`src/rtl/csd_pkg.sv`:
```
package csd_pkg;
  localparam int SEL_W = 2;
  localparam int N_SRC = 3;
  typedef enum logic [SEL_W-1:0] {
    SRC_RC   = 2'd0,
    SRC_MAIN = 2'd1,
    SRC_LP   = 2'd2,
    SRC_NONE = 2'd3
  } src_code_e;
  localparam int OFF_SEL = 0;
  localparam int OFF_UPD = 4;
  localparam int OFF_DIV = 8;
endpackage

```
`src/rtl/csd_regs.sv`:
```
module csd_regs
  import csd_pkg::*;
#(
  parameter int ADDR_W = 4,
  parameter int DATA_W = 32,
  parameter int DIV_W  = 8
) (
  input  logic              clk,
  input  logic              rst_n,
  input  logic              bus_en,
  input  logic              bus_we,
  input  logic [ADDR_W-1:0] bus_addr,
  input  logic [DATA_W-1:0] bus_wdata,
  output logic [DATA_W-1:0] bus_rdata,
  output logic [SEL_W-1:0]  act_sel,
  output logic              upd_q,
  output logic [DIV_W-1:0]  div_q
);
  logic              wr;
  logic              hit_sel, hit_upd, hit_div;
  logic [SEL_W-1:0]  sel_q, sel_n, act_n;
  logic              upd_n;
  logic [DIV_W-1:0]  div_n;
  logic              unused_wd;

  assign unused_wd = ^bus_wdata[DATA_W-1:DIV_W];
  assign wr      = bus_en & bus_we;
  assign hit_sel = (bus_addr == ADDR_W'(OFF_SEL));
  assign hit_upd = (bus_addr == ADDR_W'(OFF_UPD));
  assign hit_div = (bus_addr == ADDR_W'(OFF_DIV));

  // next-state
  always_comb begin
    sel_n = sel_q;
    upd_n = upd_q;
    div_n = div_q;
    act_n = act_sel;
    if (wr && hit_sel) sel_n = bus_wdata[SEL_W-1:0];
    if (wr && hit_div) div_n = bus_wdata[DIV_W-1:0];
    if (wr && hit_upd) begin
      upd_n = bus_wdata[0];
      if (bus_wdata[0] && !upd_q) act_n = sel_q;
    end
  end

  // registers
  always_ff @(posedge clk or negedge rst_n) begin
    if (!rst_n) begin
      sel_q   <= '0;
      upd_q   <= 1'b0;
      div_q   <= '0;
      act_sel <= '0;
    end else begin
      sel_q   <= sel_n;
      upd_q   <= upd_n;
      div_q   <= div_n;
      act_sel <= act_n;
    end
  end

  // read mux
  always_comb begin
    bus_rdata = '0;
    if (hit_sel)      bus_rdata = DATA_W'(sel_q);
    else if (hit_upd) bus_rdata = DATA_W'(upd_q);
    else if (hit_div) bus_rdata = DATA_W'(div_q);
  end
endmodule

```
`src/rtl/csd_srcmux.sv`:
```
module csd_srcmux
  import csd_pkg::*;
#(
  parameter int SYNC_STAGES = 2
) (
  input  logic             clk,
  input  logic             rst_n,
  input  logic [N_SRC-1:0] src_in,
  input  logic [SEL_W-1:0] act_sel,
  output logic             src_s,
  output logic             src_ok
);
  localparam int PAD_W = 2 ** SEL_W;

  logic [N_SRC-1:0] sync_q [SYNC_STAGES];
  logic [PAD_W-1:0] padded;

  genvar g;
  generate
    for (g = 0; g < SYNC_STAGES; g++) begin : g_stage
      if (g == 0) begin : g_first
        always_ff @(posedge clk or negedge rst_n) begin
          if (!rst_n) sync_q[g] <= '0;
          else        sync_q[g] <= src_in;
        end
      end else begin : g_next
        always_ff @(posedge clk or negedge rst_n) begin
          if (!rst_n) sync_q[g] <= '0;
          else        sync_q[g] <= sync_q[g-1];
        end
      end
    end
  endgenerate

  assign padded = PAD_W'(sync_q[SYNC_STAGES-1]);
  assign src_ok = (int'(act_sel) < N_SRC);
  assign src_s  = src_ok & padded[act_sel];
endmodule

```
`src/rtl/csd_div.sv`:
```
module csd_div #(
  parameter int DIV_W = 8
) (
  input  logic             clk,
  input  logic             rst_n,
  input  logic             src_s,
  input  logic             src_ok,
  input  logic [DIV_W-1:0] div_cfg,
  output logic [DIV_W-1:0] act_div,
  output logic             clk_out
);
  logic             s_d;
  logic             rise, bound;
  logic [DIV_W-1:0] cnt_q, cnt_n, act_n;
  logic             out_n;

  assign rise  = src_s & ~s_d;
  assign bound = (act_div <= DIV_W'(1)) || (cnt_q == act_div - 1'b1);

  // next-state
  always_comb begin
    act_n = act_div;
    cnt_n = cnt_q;
    if (!src_ok) begin
      act_n = '0;
      cnt_n = '0;
    end else if (rise && bound) begin
      act_n = div_cfg;
      cnt_n = '0;
    end else if (rise) begin
      cnt_n = cnt_q + 1'b1;
    end
    if (!src_ok || act_n == '0)  out_n = 1'b0;
    else if (act_n == DIV_W'(1)) out_n = src_s;
    else                         out_n = (cnt_n < (act_n >> 1));
  end

  // registers
  always_ff @(posedge clk or negedge rst_n) begin
    if (!rst_n) begin
      s_d     <= 1'b0;
      cnt_q   <= '0;
      act_div <= '0;
      clk_out <= 1'b0;
    end else begin
      s_d     <= src_s;
      cnt_q   <= cnt_n;
      act_div <= act_n;
      clk_out <= out_n;
    end
  end
endmodule

```
`src/rtl/clk_src_div.sv`:
```
module clk_src_div
  import csd_pkg::*;
#(
  parameter int ADDR_W      = 4,
  parameter int DATA_W      = 32,
  parameter int DIV_W       = 8,
  parameter int SYNC_STAGES = 2
) (
  input  logic              clk,
  input  logic              rst_n,
  input  logic              bus_en,
  input  logic              bus_we,
  input  logic [ADDR_W-1:0] bus_addr,
  input  logic [DATA_W-1:0] bus_wdata,
  output logic [DATA_W-1:0] bus_rdata,
  input  logic              src_irc,
  input  logic              src_main,
  input  logic              src_lpo,
  output logic              clk_out
);
  logic [SEL_W-1:0] act_sel;
  logic             upd_q;
  logic [DIV_W-1:0] div_q, act_div;
  logic             src_s, src_ok;

  csd_regs #(.ADDR_W(ADDR_W), .DATA_W(DATA_W), .DIV_W(DIV_W)) u_regs (
    .clk(clk), .rst_n(rst_n), .bus_en(bus_en), .bus_we(bus_we),
    .bus_addr(bus_addr), .bus_wdata(bus_wdata), .bus_rdata(bus_rdata),
    .act_sel(act_sel), .upd_q(upd_q), .div_q(div_q)
  );

  csd_srcmux #(.SYNC_STAGES(SYNC_STAGES)) u_mux (
    .clk(clk), .rst_n(rst_n), .src_in({src_lpo, src_main, src_irc}),
    .act_sel(act_sel), .src_s(src_s), .src_ok(src_ok)
  );

  csd_div #(.DIV_W(DIV_W)) u_div (
    .clk(clk), .rst_n(rst_n), .src_s(src_s), .src_ok(src_ok),
    .div_cfg(div_q), .act_div(act_div), .clk_out(clk_out)
  );
endmodule

```
`config.mk`:
```
export PLATFORM = sky130hd
export DESIGN_NAME = clk_src_div
export DESIGN_NICKNAME = d
export VERILOG_FILES = /design/src/rtl/csd_pkg.sv /design/src/rtl/csd_regs.sv /design/src/rtl/csd_srcmux.sv /design/src/rtl/csd_div.sv /design/src/rtl/clk_src_div.sv
export SDC_FILE = /design/constraint.sdc
export NUM_CORES = 1
export LEC_CHECK = 0
export BUFFER_PORTS_ARGS = -buffer_cell sky130_fd_sc_hd__clkbuf_2
export CAP_MARGIN = 10
export CELL_PAD_IN_SITES_DETAIL_PLACEMENT = 1
export CELL_PAD_IN_SITES_GLOBAL_PLACEMENT = 1
export CORE_MARGIN = 3
export CORE_UTILIZATION = 35
export DETAILED_ROUTE_END_ITERATION = 10
export PLACE_DENSITY_LB_ADDON = 0.1
export SETUP_SLACK_MARGIN = 0.05
export SYNTH_ARGS = -nofsm -noshare
export SYNTH_HDL_FRONTEND = slang
export SYNTH_HIERARCHICAL = 1
export SYNTH_SLANG_ARGS = --single-unit
```
`constraint.sdc`:
```
create_clock -name clk -period 8 [get_ports clk]
set_clock_uncertainty 0.1 [all_clocks]
set_input_delay 0.4 -clock clk [delete_from_list [all_inputs] [get_ports clk]]
set_output_delay 0.4 -clock clk [all_outputs]
set_load 0.01 [all_outputs]
```
# After elaboration in Yosys (flattened, before gate mapping)
# Cells that the tools add are included.
[op_classes]
bitwise_logic = 4
div_mod_pow = 0
n_reduce_logical = 12
mul = 0
n_eq_ne = 4
order_cmp = 4
muxes = 12
n_addsub = 2
shift = 0
[op_table]
columns = ["cell", "n"]
rows = [
  ["32-bit 2-to-1 mux", 2],
  ["8-bit 2-to-1 mux", 6],
  ["8-bit by 1-bit adder with 8-bit output (second input constant)", 1],
  ["8-bit by 1-bit equality test with 1-bit output (second input constant)", 1],
  ["8-bit equality test", 1],
  ["8-bit by 1-bit less-or-equal comparator with 1-bit output (second input constant)", 1],
  ["8-bit logical NOT", 1],
  ["8-bit by 7-bit less-than comparator with 1-bit output", 1],
  ["8-bit by 1-bit subtractor with 8-bit output (second input constant)", 1],
  ["1-bit logical AND", 5],
  ["4-bit by 3-bit equality test with 1-bit output (second input constant)", 1],
  ["4-bit equality test (second input constant)", 1],
  ["4-bit logical NOT", 1],
  ["1-bit bitwise AND", 3],
  ["2-bit by 3-bit less-than comparator with 1-bit output (second input constant)", 1],
  ["1-bit 2-to-1 mux", 3],
  ["1-bit binary-select mux with 2-bit select", 1],
  ["1-bit logical NOT", 2],
  ["1-bit logical OR", 2],
  ["2-bit less-than comparator (second input constant)", 1],
  ["2-bit AND reduction", 1],
  ["1-bit NOT", 1],
]
[totals]
ram_bits = 0
wordCells = 48
mem_bits_ro = 0
latch_bits = 0
n_memories = 0
regBits = 37
output_inout_bits = 33
input_bits = 43

# Depth between registers and ports, before layout
# Gate-level depths: netlist (run 1).
[depth]
word_depth = 10
ltp_mapped = 17
depth_no_buf = 14

# Modules after synthesis
# Netlist (run 1), hierarchy kept.
[by_module_without_submodules]
columns = ["mod", "seq_area_each_um2", "cells_per_inst", "n_inst", "area_each_um2"]
rows = [
  ["csd_div", 450.4, 141, 1, 1361.3],
  ["csd_regs", 325.3, 72, 1, 832.0],
  ["csd_srcmux", 150.1, 10, 1, 176.4],
]

# Worst setup path after synthesis (run 1)
# No wires, ideal clock.
[synth_path]
path_type = "reg-to-reg"
start = "register u_div.act_div[0]"
end = "register u_div.clk_out"
stages_incl_launch_ff = 18
setup_slack_ns = 4.772
required_time_ns = 7.774
setup_ns = 0.126
n_path_buf = 3
period_less_slack_ns = 3.228
arrival_time_ns = 3.002
cell_sequence = "dfrtp_1 -> clkbuf_2 -> inv_1 -> ha_1 -> clkbuf_8 -> o21ba_1 -> a221oi_1 -> a41oi_1 -> nor3_4 -> o221ai_2 -> buf_6 -> mux2i_1 -> nand2b_1 -> ha_1 -> o21ai_0 -> a221o_1 -> a31oi_1 -> o31ai_1"
[synth_between]
elab_chain_cells = 9
elab_cells_between_ends = 15
classes_between = "1 x add/sub; 2 x order compare; 2 x eq/ne; 6 x mux; 4 x reduce/logical"
[synth_rtl]
columns = ["element", "line", "text"]
rows = [
  ["start: declaration", "csd_div.sv:9", "output logic [DIV_W-1:0] act_div,"],
  ["start signal: assignment", "csd_div.sv:48", "act_div <= act_n;"],
  ["8-bit by 1-bit subtractor with 8-bit output", "csd_div.sv:18", "assign bound = (act_div <= DIV_W'(1)) || (cnt_q == act_div - 1'b1);"],
  ["8-bit equality test", "csd_div.sv:18", ""],
  ["1-bit logical OR", "csd_div.sv:18", ""],
  ["1-bit logical AND", "csd_div.sv:27", "end else if (rise && bound) begin"],
  ["8-bit 2-to-1 mux", "csd_div.sv:27", ""],
  ["8-bit 2-to-1 mux", "csd_div.sv:24", "if (!src_ok) begin"],
  ["8-bit by 7-bit less-than comparator with 1-bit output (tied with other cells)", "csd_div.sv:35", "else out_n = (cnt_n < (act_n >> 1));"],
  ["1-bit 2-to-1 mux or 1-bit logical OR (tied branches)", "csd_div.sv:34, csd_div.sv:33", ""],
  ["1-bit 2-to-1 mux (*)", "csd_div.sv:33", "if (!src_ok || act_n == '0) out_n = 1'b0;"],
  ["net u_div.out_n", "csd_div.sv:15", "logic out_n;"],
  ["end signal: assignment", "csd_div.sv:49", "clk_out <= out_n;"],
  ["end: declaration", "csd_div.sv:10", "output logic clk_out"],
]
# The timed path passes the listed nets; every way through them passes the cells marked *.
# A chain may end at the register's enable or synchronous reset.

# Final worst setup path (run 1)
[layout_path]
start = "register u_div.act_div[0]"
end = "register u_div.clk_out"
[layout_between]
elab_chain_cells = 9
elab_cells_between_ends = 15
classes_between = "1 x add/sub; 2 x order compare; 2 x eq/ne; 6 x mux; 4 x reduce/logical"
[layout_rtl]
columns = ["element", "line", "text"]
rows = [
  ["8-bit by 1-bit subtractor with 8-bit output", "csd_div.sv:18", ""],
  ["8-bit equality test", "csd_div.sv:18", ""],
  ["1-bit logical OR (*)", "csd_div.sv:18", ""],
  ["1-bit logical AND (*)", "csd_div.sv:27", ""],
  ["8-bit 2-to-1 mux (*)", "csd_div.sv:27", ""],
  ["8-bit 2-to-1 mux (*)", "csd_div.sv:24", ""],
  ["net u_div.cnt_n[2]", "csd_div.sv:14", "logic [DIV_W-1:0] cnt_q, cnt_n, act_n;"],
  ["8-bit by 7-bit less-than comparator with 1-bit output (*)", "csd_div.sv:35", ""],
  ["1-bit 2-to-1 mux (*)", "csd_div.sv:34", "else if (act_n == DIV_W'(1)) out_n = src_s;"],
  ["1-bit 2-to-1 mux (*)", "csd_div.sv:33", ""],
  ["net u_div.out_n", "csd_div.sv:15", ""],
]
# Marked as above.

==> results of run 1 <==
how the worst max path moves through the flow:
stage | to | cells after the start
2_1_floorplan | u_div/clk_out | 17
3_3_place_gp | u_div/clk_out | 14
3_5_place_dp | u_div/clk_out | 14
4_1_cts | u_div/clk_out | 14
5_1_grt | u_div/clk_out | 14
6_report | u_div/clk_out | 14
sequential cells by signal (all words and copies together), names as in the netlist:
signal / cells
u_div/s_d: 1
u_div/cnt_q: 8
u_regs/upd_q: 1
u_mux/sync_q: 3
u_div/clk_out: 1
u_mux/padded: 3
u_regs/sel_q: 2
u_regs/div_q: 8
u_div/act_div: 8
u_regs/act_sel: 2
synth_stat cells (2+ instances only):
library cell and number:
sky130_fd_sc_hd__mux2_2 13, sky130_fd_sc_hd__nor2_1 12, sky130_fd_sc_hd__nand2b_1 6, sky130_fd_sc_hd__nand2_1 11
sky130_fd_sc_hd__o21ai_0 4, sky130_fd_sc_hd__ha_1 9, sky130_fd_sc_hd__o21ai_1 2, sky130_fd_sc_hd__inv_1 10
sky130_fd_sc_hd__nand4_1 4, sky130_fd_sc_hd__buf_6 2, sky130_fd_sc_hd__dfrtp_1 37, sky130_fd_sc_hd__nor3_4 2
sky130_fd_sc_hd__and3_1 2, sky130_fd_sc_hd__nand3b_1 2, sky130_fd_sc_hd__xnor2_1 5, sky130_fd_sc_hd__xor2_1 11
sky130_fd_sc_hd__buf_4 25, sky130_fd_sc_hd__a21oi_1 3, sky130_fd_sc_hd__nand3_1 6, sky130_fd_sc_hd__nor3_1 6
sky130_fd_sc_hd__nor2b_1 2, sky130_fd_sc_hd__mux2i_1 12, sky130_fd_sc_hd__nor4_1 2, sky130_fd_sc_hd__and2_2 6
sky130_fd_sc_hd__and2b_2 2
routing by layer:
layer	track usage	vias to the layer above
li1	-	783
met1	0.193	770
met2	0.222	33
met3	0.0205	5
met4	0.0536	0
met5	0	-
metrics by stage:
step | total power [mW] | utilization | worst slack, ps | hold WS [ps] | std cells
floorplan | 0.595 | - | 4770 | 4.41 | 246
global placement | 0.664 | 0.379 | 3910 | 232 | 319
detailed placement | 0.671 | 0.379 | 3890 | 236 | 319
CTS | 0.845 | 0.397 | 3840 | 100 | 327
global route | 0.903 | 0.397 | 3470 | 99.6 | 327
finish | 0.829 | 0.397 | 3920 | 117 | 327
where the power goes:
part           leakage (nW)  total [mW]  switching (mW)  internal [mW]
clock                0.0585       0.167          0.0651          0.102
combinational         0.786       0.364           0.195          0.168
sequential            0.474       0.298          0.0676          0.231
final cells by class:
class / instances / area, µm² / area share
Multi-Input combinational cell: 168 / 1250 / 0.489
Sequential cell: 37 / 926 / 0.361
Clock buffer: 7 / 86.3 / 0.0336
Inverter: 10 / 37.5 / 0.0146
Timing Repair Buffer: 27 / 135 / 0.0527
Tap cell: 77 / 96.3 / 0.0375
Clock inverter: 1 / 30.0 / 0.0117
cells by family after synthesis:
group / Yosys count
muxes: 26
adders and majority gates: 9
other: 1
xor gates and xnor gates: 16
buffers and inverters: 41
and+or+nand+nor: 72
DFF: 37
AOI/OAI and AO/OA: 21
==> results.txt, run 1 <==
----------------------------------------------------
[Global route]
  First-pass GRT wire length ... around 8400 µm
  Total global routing track utilization ... 0.140
  Number of antenna violations at the first check in global routing ... 0
  Largest net degree at the start of global routing ... 38
  Total congestion overflow after global routing ... 0
  Via count of the first global-routing pass ... 1640

[Floorplan]
  Initial Util ... 0.367
  Ports ... 76
  Die boundary width ... roughly 88 µm
  Number of core rows ... 29
  Y dimension of the die ... between 80 and 90 µm
  DIE AREA ... between 0.007 and 0.008 mm²
  Core Footprint ... 0.00646 mm²

[Status]
  Outcome ... finished clean

[Layout]
  Antenna Cells ... 0
  Finished layout cell area ... around 0.0026 mm²
  Layout overhead on the synthesized area ... 8.29%
  Share of layout cells above drive strength 1 ... 0.260
  # nets final ... 301
  Number of inserted filler cells in the final layout ... about 770
  Leading cell type in the layout, fill and taps excluded ... sky130_fd_sc_hd__dfrtp_1
  Commonest cells after routing, fill and taps aside ... 37 x sky130_fd_sc_hd__dfrtp_1, 27 x sky130_fd_sc_hd__clkbuf_2, 24 x sky130_fd_sc_hd__conb_1

[Synthesis]
  Library cell with the largest summed area after synthesis ... sky130_fd_sc_hd__dfrtp_1
  Proportion of register bits with asynchronous set or reset after synthesis ... 1.00
  Number of synthesized register bits ... 37
  Number of distinct library cell variants in the gate-level netlist after synthesis ... 52
  Post-synthesis share of cell area spent on xor and xnor gates ... 0.0591
  Mean area per synthesized cell ... 10.6 µm²
  Area fraction of the dominant cell type after synthesis ... 0.391
  Largest family of logic cells by synthesized area ... simple AND/OR/NAND/NOR gates
  Compound-gate portion of the synthesized area ... 0.0655
  Adder and majority gate portion of the synthesized area ... 0.0475
  Top flip-flop cell by instance count after synthesis ... sky130_fd_sc_hd__dfrtp_1
  Synthesized-area fraction occupied by and/or/nand/nor cells ... 0.197
  Combined area of all synthesized cells ... ~0.0024 mm²
  Synthesis warning total ... 6
  Top cells by area, synth ... sky130_fd_sc_hd__dfrtp_1 39%, sky130_fd_sc_hd__buf_4 7.9%, sky130_fd_sc_hd__mux2_2 6.2%
  EDFF count, synth ... 0
  Post-synthesis mux area share ... 0.122
  Cells after synthesis ... 223
  Sequential fraction of the synthesis area ... 0.391

[Route]
  Met2 Routed Length ... roughly 2300 µm
  Wl on met1 ... about 2400 µm
  Antenna Violating Nets Remaining ... 0
  Number of search-and-repair iterations in the first detailed-routing pass ... 4
  Post-detailed-route via-to-cell ratio ... 4.87
  Highest layer used for signal routing ... met4
  Initial DRC Count ... 62
  Via count of the routed design ... 1591
  DRC viols ... 0
  Sum of met3 wire segment lengths after detailed routing ... ~170 µm
  Wire length per cell ... roughly 15 µm
  Wire length after detailed routing ... between 4000 and 5000 µm

[Critical path]
  Cell depth of the worst flop-to-flop path ... 14
  Critical Path Source Type ... flop
  Cell at the slowest stage of the critical path ... sky130_fd_sc_hd__o221ai_2
  Arrival time of data at the critical path endpoint ... approximately 4200 ps
  Kind of end point of the critical path ... flop
  Critical Path Fanout Max ... 10
  Launching point of the worst reg2reg path ... u_div/act_div[0]
  Critical path type ... flop to flop
  CP Cell Sequence ... inv_1 > ha_1 > xnor2_1 > a221oi_1 > a41oi_1 > nor3_4 > o221ai_2 > nand2_1 > nor2_1 > ha_1 > o21ai_0 > a221o_1 > a31oi_1 > o31ai_1
  Buffers and inverters on the worst path ... 1
  Delay of the slowest cell on the worst path ... 720 ps
  Largest delay contributor family on the critical path ... compound AO/OA/AOI/OAI gates
  Reg-to-reg slack, setup ... between 3000 and 4000 ps
  Most numerous cell on the critical path ... sky130_fd_sc_hd__ha_1
  Worst reg2reg endpoint ... u_div/clk_out
  Setup crit start ... u_div/act_div[0]
  Crit path required time ... between 8000 and 9000 ps

[STA]
  Transition at the pin with the smallest max-transition slack ... roughly 950 ps
  Shortest period the worst path allows ... between 4000 and 5000 ps
  Ratio of final minimum period to clock period ... 0.510
  Headroom to the max-slew limit ... 0.369
  Fmax achieved ... roughly 240 MHz
  Count of endpoints failing setup in the final report ... 0
  Setup TNS ... 0 ps
  RSZ-0062 raised after global routing ... false
  Final hold violations ... 0
  Max-slew violations ... 0

[Pwr]
  Worst vdd rail ir drop ... between 0.00015 and 0.0002 V
  Power density over cell area ... roughly 320 mW/mm²
  Cell leakage power ... between 1 and 1.5 nW

[Place]
  Post-DP HPWL ... ~3800 µm
  Number of I/O port buffers ... 27
  Placement-stage cell area ... ~0.0024 mm²
  RD Place Congestion ... between 0.7 and 0.8

[CTS]
  Root buffer cell ... sky130_fd_sc_hd__clkbuf_8
  CTS hold repair buffers ... 0
  Post-CTS repair timing setup buffer count ... 0
  Number of resized instances in the post-cts repair step ... 0
  Number of levels the H-tree was split into ... 2
  Maximum buffer depth of the clock tree ... 2
  Clock tree from TritonCTS ... yes
  Sink count of the clock tree ... 37
  Clock slew at reported path FFs ... around 80 ps
  Number of buffers added by the clock tree synthesis step ... 5
  Worst-Skew Late Latency ... 290 ps

[Job]
  Max Cap Violations ... 0

[Min path]
  Origin of the worst min-delay path ... src_lpo
  Endpoint with the worst hold slack ... u_mux/sync_q[5]
  Cell depth of the worst min-delay path ... 1
  Type of the most critical hold path ... input port to flop

----------------------------------------------------
Note: power is estimated with default switching activity, not from simulation.
==> inputs of run 2 (changes only) <==
==> constraint.sdc (replaced) <==
create_clock -name clk -period 3.5 [get_ports clk]
set_clock_uncertainty 0.1 [all_clocks]
set_input_delay 0.175 -clock clk [delete_from_list [all_inputs] [get_ports clk]]
set_output_delay 0.175 -clock clk [all_outputs]
set_load 0.01 [all_outputs]
==> run 2 against run 1 <==
Die area unchanged. Maximum frequency rose by 24%. Non-clock buffer count grew 13. Total power up 140%. Register-to-register slack got worse by 3700 ps. Worst hold slack got worse by 100 ps. Flip-flop and latch count unchanged. First-iteration DRC count down 31%. Clock power grew 93%. Sequential power is 120% higher. Routed wire length grew 8.8%. Worst setup slack lost 3700 ps.
==> results.txt, run 2 (synthesized netlist as in run 1, its figures left out) <==
----------------------------------------------------
[Place]
  RD Place Congestion ... 0.705 (-0.35%)
  Number of I/O port buffers ... 27 (unchanged)
  Post-DP HPWL ... 4150 µm (+8.5%)

[Route]
  Number of search-and-repair iterations in the first detailed-routing pass ... 4 (unchanged)
  Wire length after detailed routing ... 5360 µm (+8.8%)
  DRC viols ... 0 (unchanged)
  Initial DRC Count ... 43 (-31%)
  Wire length per cell ... 15.8 µm (+4.6%)
  Via count of the routed design ... 1678 (+5.5%)
  Antenna Violating Nets Remaining ... 0 (unchanged)
  Post-detailed-route via-to-cell ratio ... 4.94 (+1.4%)

[Pwr]
  Clock network power share ... 0.163 (-0.038)
  Cell leakage power ... 1.38 nW (+4.8%)
  Seq pwr share ... 0.330 (-0.030)
  Internal portion of total power ... 1.17 mW (+130%)
  Power consumption ... 1.98 mW (+140%)
  Combinational cell fraction of total power ... 0.507 (+0.068)
  Sw Ratio ... 0.408 (+0.0127)
  Worst vdd rail ir drop ... 0.000380 V (+140%)
  Switching pwr ... 0.809 mW (+150%)
  Power density over cell area ... 735 mW/mm² (+130%)

[Global route]
  Total global routing track utilization ... 0.150 (+0.0109)
  Number of antenna violations at the first check in global routing ... 0 (unchanged)
  First-pass GRT wire length ... 8970 µm (+6.7%)
  Via count of the first global-routing pass ... 1753 (+6.9%)
  Largest net degree at the start of global routing ... 38 (unchanged)
  Total congestion overflow after global routing ... 0 (unchanged)

[STA]
  Count of endpoints failing setup in the final report ... 0 (unchanged)
  Setup TNS ... 0 ps (unchanged)
  Post-route worst hold slack ... 13.4 ps (-104 ps)
  Ratio of final minimum period to clock period ... 0.940 (+0.429)
  Fmax achieved ... 304 MHz (+24%)
  Max-slew violations ... 0 (unchanged)
  Headroom to the max-slew limit ... 0.381 (+0.0126)
  Final hold violations ... 0 (unchanged)
  Shortest period the worst path allows ... 3290 ps (-794 ps)
  RSZ-0062 raised after global routing ... false
  Transition at the pin with the smallest max-transition slack ... 928 ps (-18.9 ps)

[Min path]
  Type of the most critical hold path ... input port to flop

[Layout]
  # nets final ... 314 (+4.3%)
  Layout overhead on the synthesized area ... 13.8%
  Share of layout cells above drive strength 1 ... 0.312 (+0.0518)
  Number of inserted filler cells in the final layout ... 769 (+0.52%)
  Commonest cells after routing, fill and taps aside ... 37 x sky130_fd_sc_hd__dfrtp_1, 27 x sky130_fd_sc_hd__clkbuf_2, 24 x sky130_fd_sc_hd__conb_1
  Post-layout utilization of the core ... 0.417 (+0.0201)
  Antenna Cells ... 0 (unchanged)
  Leading cell type in the layout, fill and taps excluded ... sky130_fd_sc_hd__dfrtp_1
  Regs by FF count ... u_div/act_div (8), u_div/cnt_q (8), u_regs/div_q (8)

[Job]
  Max Cap Violations ... 0 (unchanged)

[Floorplan]
  Number of core rows ... 29 (unchanged)
  Initial Util ... 0.367 (unchanged)
  Ports ... 76 (unchanged)
  Core Footprint ... 0.00646 mm² (unchanged)
  DIE AREA ... 0.00779 mm² (unchanged)
  Y dimension of the die ... 88.3 µm (unchanged)
  Die boundary width ... 88.3 µm (unchanged)

[Critical path]
  Reg-to-reg slack, setup ... 210 ps (-3710 ps)
  Last element of the critical path ... u_div/clk_out
  Critical Path Source Type ... flop
  Launching point of the worst reg2reg path ... u_div/act_div[1]
  Kind of end point of the critical path ... flop
  Crit path required time ... 3580 ps (-4510 ps)
  Arrival time of data at the critical path endpoint ... 3370 ps (-810 ps)
  Worst reg2reg endpoint ... u_div/clk_out
  Critical path type ... flop to flop
  Cell depth of the worst flop-to-flop path ... 15 (+1)
  Critical Path Fanout Max ... 8 (-2)
  Setup crit start ... u_div/act_div[1]

[CTS]
  Number of levels the H-tree was split into ... 2 (unchanged)
  Clock slew at reported path FFs ... 80 ps (about the same)
  Worst-Skew Late Latency ... 300 ps (about the same)
  Number of buffers added by the clock tree synthesis step ... 5 (unchanged)
  Sink count of the clock tree ... 37 (unchanged)
  Clock tree from TritonCTS ... yes
  Root buffer cell ... sky130_fd_sc_hd__clkbuf_8
  Maximum buffer depth of the clock tree ... 2 (unchanged)

[Status]
  Outcome ... finished clean

----------------------------------------------------
[run 2: changes by cell type in the layout (fill, tap and decap cells not counted), sizes merged]
cell         before  now
clkinv            0    2
dlygate4sd3       0    4
buf               0    9
clkbuf           34   33
bufinv            1    0
[run 2: worst min path at each step]
stage,from,endpoint,slack [ps],depth (start not counted)
finish,bus_wdata[2],u_regs/div_q[2],10,2
global route,bus_wdata[5],u_regs/div_q[5],10,2
CTS,bus_wdata[2],u_regs/div_q[2],6,2
detailed placement,src_irc,u_mux/sync_q[3],190,1
global placement,src_lpo,u_mux/sync_q[5],180,1
floorplan,rst_n,u_div/act_div[0],-220,0
[run 2: critical path, stage by stage (launching register included)]
cell and delay, ps:
sky130_fd_sc_hd__dfrtp_1 350, sky130_fd_sc_hd__inv_1 60, sky130_fd_sc_hd__ha_2 210, sky130_fd_sc_hd__o21ba_1 200, sky130_fd_sc_hd__a221oi_2 280, sky130_fd_sc_hd__a41oi_1 110, sky130_fd_sc_hd__nor3_4 250, sky130_fd_sc_hd__o221ai_2 130
sky130_fd_sc_hd__buf_6 160, sky130_fd_sc_hd__mux2i_1 110, sky130_fd_sc_hd__nand2b_1 170, sky130_fd_sc_hd__ha_1 310, sky130_fd_sc_hd__o21ai_0 90, sky130_fd_sc_hd__a221o_1 370, sky130_fd_sc_hd__a31oi_1 160, sky130_fd_sc_hd__o31ai_1 110
[run 2: metal layers]
layer / global-route usage / wire length, µm
met4: 0.0536 / 85
met5: 0 / 0
met1: 0.214 / 2540
met3: 0.0279 / 202
met2: 0.229 / 2530
[run 2: metrics by stage]
stage	setup slack (ps)	cell area [µm²]	cells
final	211	2700	340
after global routing	27.5	2700	340
after CTS	78.4	2650	339
after detailed placement	120	2510	327
after global placement	124	2510	327
after floorplan	272	2460	246
[run 2: power by group through the flow]
stage	sequential (mW)	clock (mW)	combinational (mW)
after floorplan	0.627	0	0.732
after global placement	0.663	0	0.932
after detailed placement	0.667	0	0.946
after CTS	0.658	0.335	0.954
after global routing	0.673	0.349	1.13
final	0.654	0.323	1.00
[run 2: layout make-up]
type / instances / area, µm² / area share
flip-flops and latches: 37 / 926 / 0.343
clock inverters: 2 / 13.8 / 0.00510
repair buffers: 40 / 246 / 0.0914
multi-input cells: 168 / 1290 / 0.480
inverters: 10 / 37.5 / 0.0139
well taps: 77 / 96.3 / 0.0357
clock buffers: 6 / 82.6 / 0.0306
[run 2: timing repair]
action | CTS | global route
hold buffers | 4 | 0
setup endpoints to repair | 0 | 1
gates resized for setup | 0 | 9
hold endpoints to repair | 40 | 0
buffers inserted | 0 | 1
==> inputs of run 3 (changes only) <==
--- a/config.mk
+++ b/config.mk
@@ -12,6 +12,7 @@
 export CORE_MARGIN = 3
 export CORE_UTILIZATION = 35
 export DETAILED_ROUTE_END_ITERATION = 10
+export MAX_ROUTING_LAYER = met4
 export PLACE_DENSITY_LB_ADDON = 0.1
 export SETUP_SLACK_MARGIN = 0.05
 export SYNTH_ARGS = -nofsm -noshare
==> run 3 against run 2 <==
Worst setup slack better by 5.0 ps. Die area unchanged. Routed wire length barely moved. Core utilization stayed put. Sequential power about the same. Flip-flop and latch count unchanged. Maximum frequency rose by 0.15%.
==> results.txt, run 3 (synthesized netlist as in run 1, its figures left out) <==
----------------------------------------------------
[Min path]
  Type of the most critical hold path ... input port to flop
  Origin of the worst min-delay path ... bus_wdata[2]

[Critical path]
  Arrival time of data at the critical path endpoint ... 3360 ps (about the same)
  Crit path required time ... 3580 ps (about the same)
  Setup crit start ... u_div/act_div[1]
  Critical Path Source Type ... flop
  Critical Path Fanout Max ... 8 (unchanged)
  Launching point of the worst reg2reg path ... u_div/act_div[1]
  Critical path type ... flop to flop
  Kind of end point of the critical path ... flop

[STA]
  Max-slew violations ... 0 (unchanged)
  Headroom to the max-slew limit ... 0.381 (about the same)
  Transition at the pin with the smallest max-transition slack ... 928 ps (+0.124 ps)
  Setup TNS ... 0 ps (unchanged)
  RSZ-0062 raised after global routing ... false
  Final hold violations ... 0 (unchanged)
  Count of endpoints failing setup in the final report ... 0 (unchanged)
  Fmax achieved ... 304 MHz (+0.15%)
  Ratio of final minimum period to clock period ... 0.938 (-0.00142)
  Shortest period the worst path allows ... 3280 ps (-4.97 ps)

[Floorplan]
  Initial Util ... 0.367 (unchanged)
  Number of core rows ... 29 (unchanged)
  Ports ... 76 (unchanged)
  DIE AREA ... 0.00779 mm² (unchanged)
  Die boundary width ... 88.3 µm (unchanged)
  Y dimension of the die ... 88.3 µm (unchanged)
  Core Footprint ... 0.00646 mm² (unchanged)

[Route]
  Wire length per cell ... 15.8 µm (about the same)
  Wire length after detailed routing ... 5360 µm (about the same)
  Initial DRC Count ... 51 (+19%)
  Via count of the routed design ... 1685 (+0.42%)
  Post-detailed-route via-to-cell ratio ... 4.96 (+0.42%)
  Number of search-and-repair iterations in the first detailed-routing pass ... 4 (unchanged)
  DRC viols ... 0 (unchanged)
  Antenna Violating Nets Remaining ... 0 (unchanged)

[Pwr]
  Worst vdd rail ir drop ... 0.000379 V (about the same)
  Power density over cell area ... 734 mW/mm² (-0.13%)
  Cell leakage power ... 1.38 nW (unchanged)

[Layout]
  Number of inserted filler cells in the final layout ... 769 (unchanged)
  Leading cell type in the layout, fill and taps excluded ... sky130_fd_sc_hd__dfrtp_1
  Commonest cells after routing, fill and taps aside ... 37 x sky130_fd_sc_hd__dfrtp_1, 27 x sky130_fd_sc_hd__clkbuf_2, 24 x sky130_fd_sc_hd__conb_1
  # nets final ... 314 (unchanged)
  Antenna Cells ... 0 (unchanged)
  Layout overhead on the synthesized area ... 13.8% (unchanged)
  Post-layout utilization of the core ... 0.417 (unchanged)
  Regs by FF count ... u_div/act_div (8), u_div/cnt_q (8), u_regs/div_q (8)
  Share of layout cells above drive strength 1 ... 0.312 (unchanged)

[Global route]
  Largest net degree at the start of global routing ... 38 (unchanged)
  Total global routing track utilization ... 0.155 (+0.00485)
  Total congestion overflow after global routing ... 0 (unchanged)
  Via count of the first global-routing pass ... 1756 (+0.17%)
  Number of antenna violations at the first check in global routing ... 0 (unchanged)
  First-pass GRT wire length ... 8980 µm (+0.14%)

[CTS]
  Number of levels the H-tree was split into ... 2 (unchanged)
  Worst-Skew Late Latency ... 300 ps (about the same)
  Clock tree from TritonCTS ... yes
  Number of buffers added by the clock tree synthesis step ... 5 (unchanged)
  Sink count of the clock tree ... 37 (unchanged)
  Root buffer cell ... sky130_fd_sc_hd__clkbuf_8
  Maximum buffer depth of the clock tree ... 2 (unchanged)
  Clock slew at reported path FFs ... 80 ps (about the same)

[Place]
  RD Place Congestion ... 0.713 (+1.1%)
  Post-DP HPWL ... 4150 µm (unchanged)
  Number of I/O port buffers ... 27 (unchanged)

[Job]
  Max Cap Violations ... 0 (unchanged)

[Status]
  Outcome ... finished clean

----------------------------------------------------
[run 3: cell counts in the layout (fill, tap and decap cells not counted)]
No cell type changed its count.
[run 3: cell type report]
cell class,count,area (µm²),area share
clock inverters,2,13.8,0.00510
repair buffers,40,246,0.0914
inverters,10,37.5,0.0139
well taps,77,96.3,0.0357
flip-flops and latches,37,926,0.343
clock buffers,6,82.6,0.0306
multi-input cells,168,1290,0.480
[run 3: path summary, 6_finish.rpt]
check | to | slack (ps) | cells after the start
worst max-delay path | u_div/clk_out | 220 | 15
worst min-delay path | u_regs/div_q[2] | 10 | 2
worst max register to register | u_div/clk_out | 220 | 15
worst min register to register | u_mux/padded[0] | 250 | 0
max in group asynchronous | u_regs/div_q[7] | 2280 | 2
min in group asynchronous | u_div/act_div[3] | 450 | 2
[run 3: report_power, final]
group	switching [mW]	internal [mW]	total, mW
Clock	0.162	0.160	0.321
Sequential	0.127	0.528	0.654
Combinational	0.519	0.485	1.00
Total	0.807	1.17	1.98
[run 3: routing by layer]
metal,GRT usage,up-vias,wire length (µm)
li1,-,808,-
met1,0.215,834,2560
met2,0.229,36,2530
met3,0.0279,7,186
met4,0.0536,0,85
met5,-,-,0
[run 3: worst max-delay path: stages, from the launching register on]
cell and delay, ps:
sky130_fd_sc_hd__dfrtp_1 350, sky130_fd_sc_hd__inv_1 60, sky130_fd_sc_hd__ha_2 210, sky130_fd_sc_hd__o21ba_1 200, sky130_fd_sc_hd__a221oi_2 280, sky130_fd_sc_hd__a41oi_1 110
sky130_fd_sc_hd__nor3_4 240, sky130_fd_sc_hd__o221ai_2 130, sky130_fd_sc_hd__buf_6 160, sky130_fd_sc_hd__mux2i_1 110, sky130_fd_sc_hd__nand2b_1 170, sky130_fd_sc_hd__ha_1 310
sky130_fd_sc_hd__o21ai_0 90, sky130_fd_sc_hd__a221o_1 370, sky130_fd_sc_hd__a31oi_1 160, sky130_fd_sc_hd__o31ai_1 110
[run 3: repair_timing]
| action | CTS | global route |
|---|---|---|
| hold buffers | 4 | 0 |
| setup endpoints to repair | 0 | 1 |
| buffers inserted | 0 | 1 |
| gates resized for setup | 0 | 9 |
| hold endpoints to repair | 40 | 0 |
[run 3: through the flow]
| stage | hold WS (ps) | power [mW] | instance area (µm²) | worst slack [ps] | cells |
|---|---|---|---|---|---|
| floorplan | -221 | 1.36 | 2460 | 272 | 246 |
| global placement | 184 | 1.60 | 2510 | 124 | 327 |
| detailed placement | 185 | 1.61 | 2510 | 120 | 327 |
| CTS | 6.11 | 1.95 | 2650 | 78.4 | 339 |
| global route | 9.88 | 2.15 | 2700 | 40.0 | 340 |
| finish | 14.6 | 1.98 | 2700 | 216 | 340 |
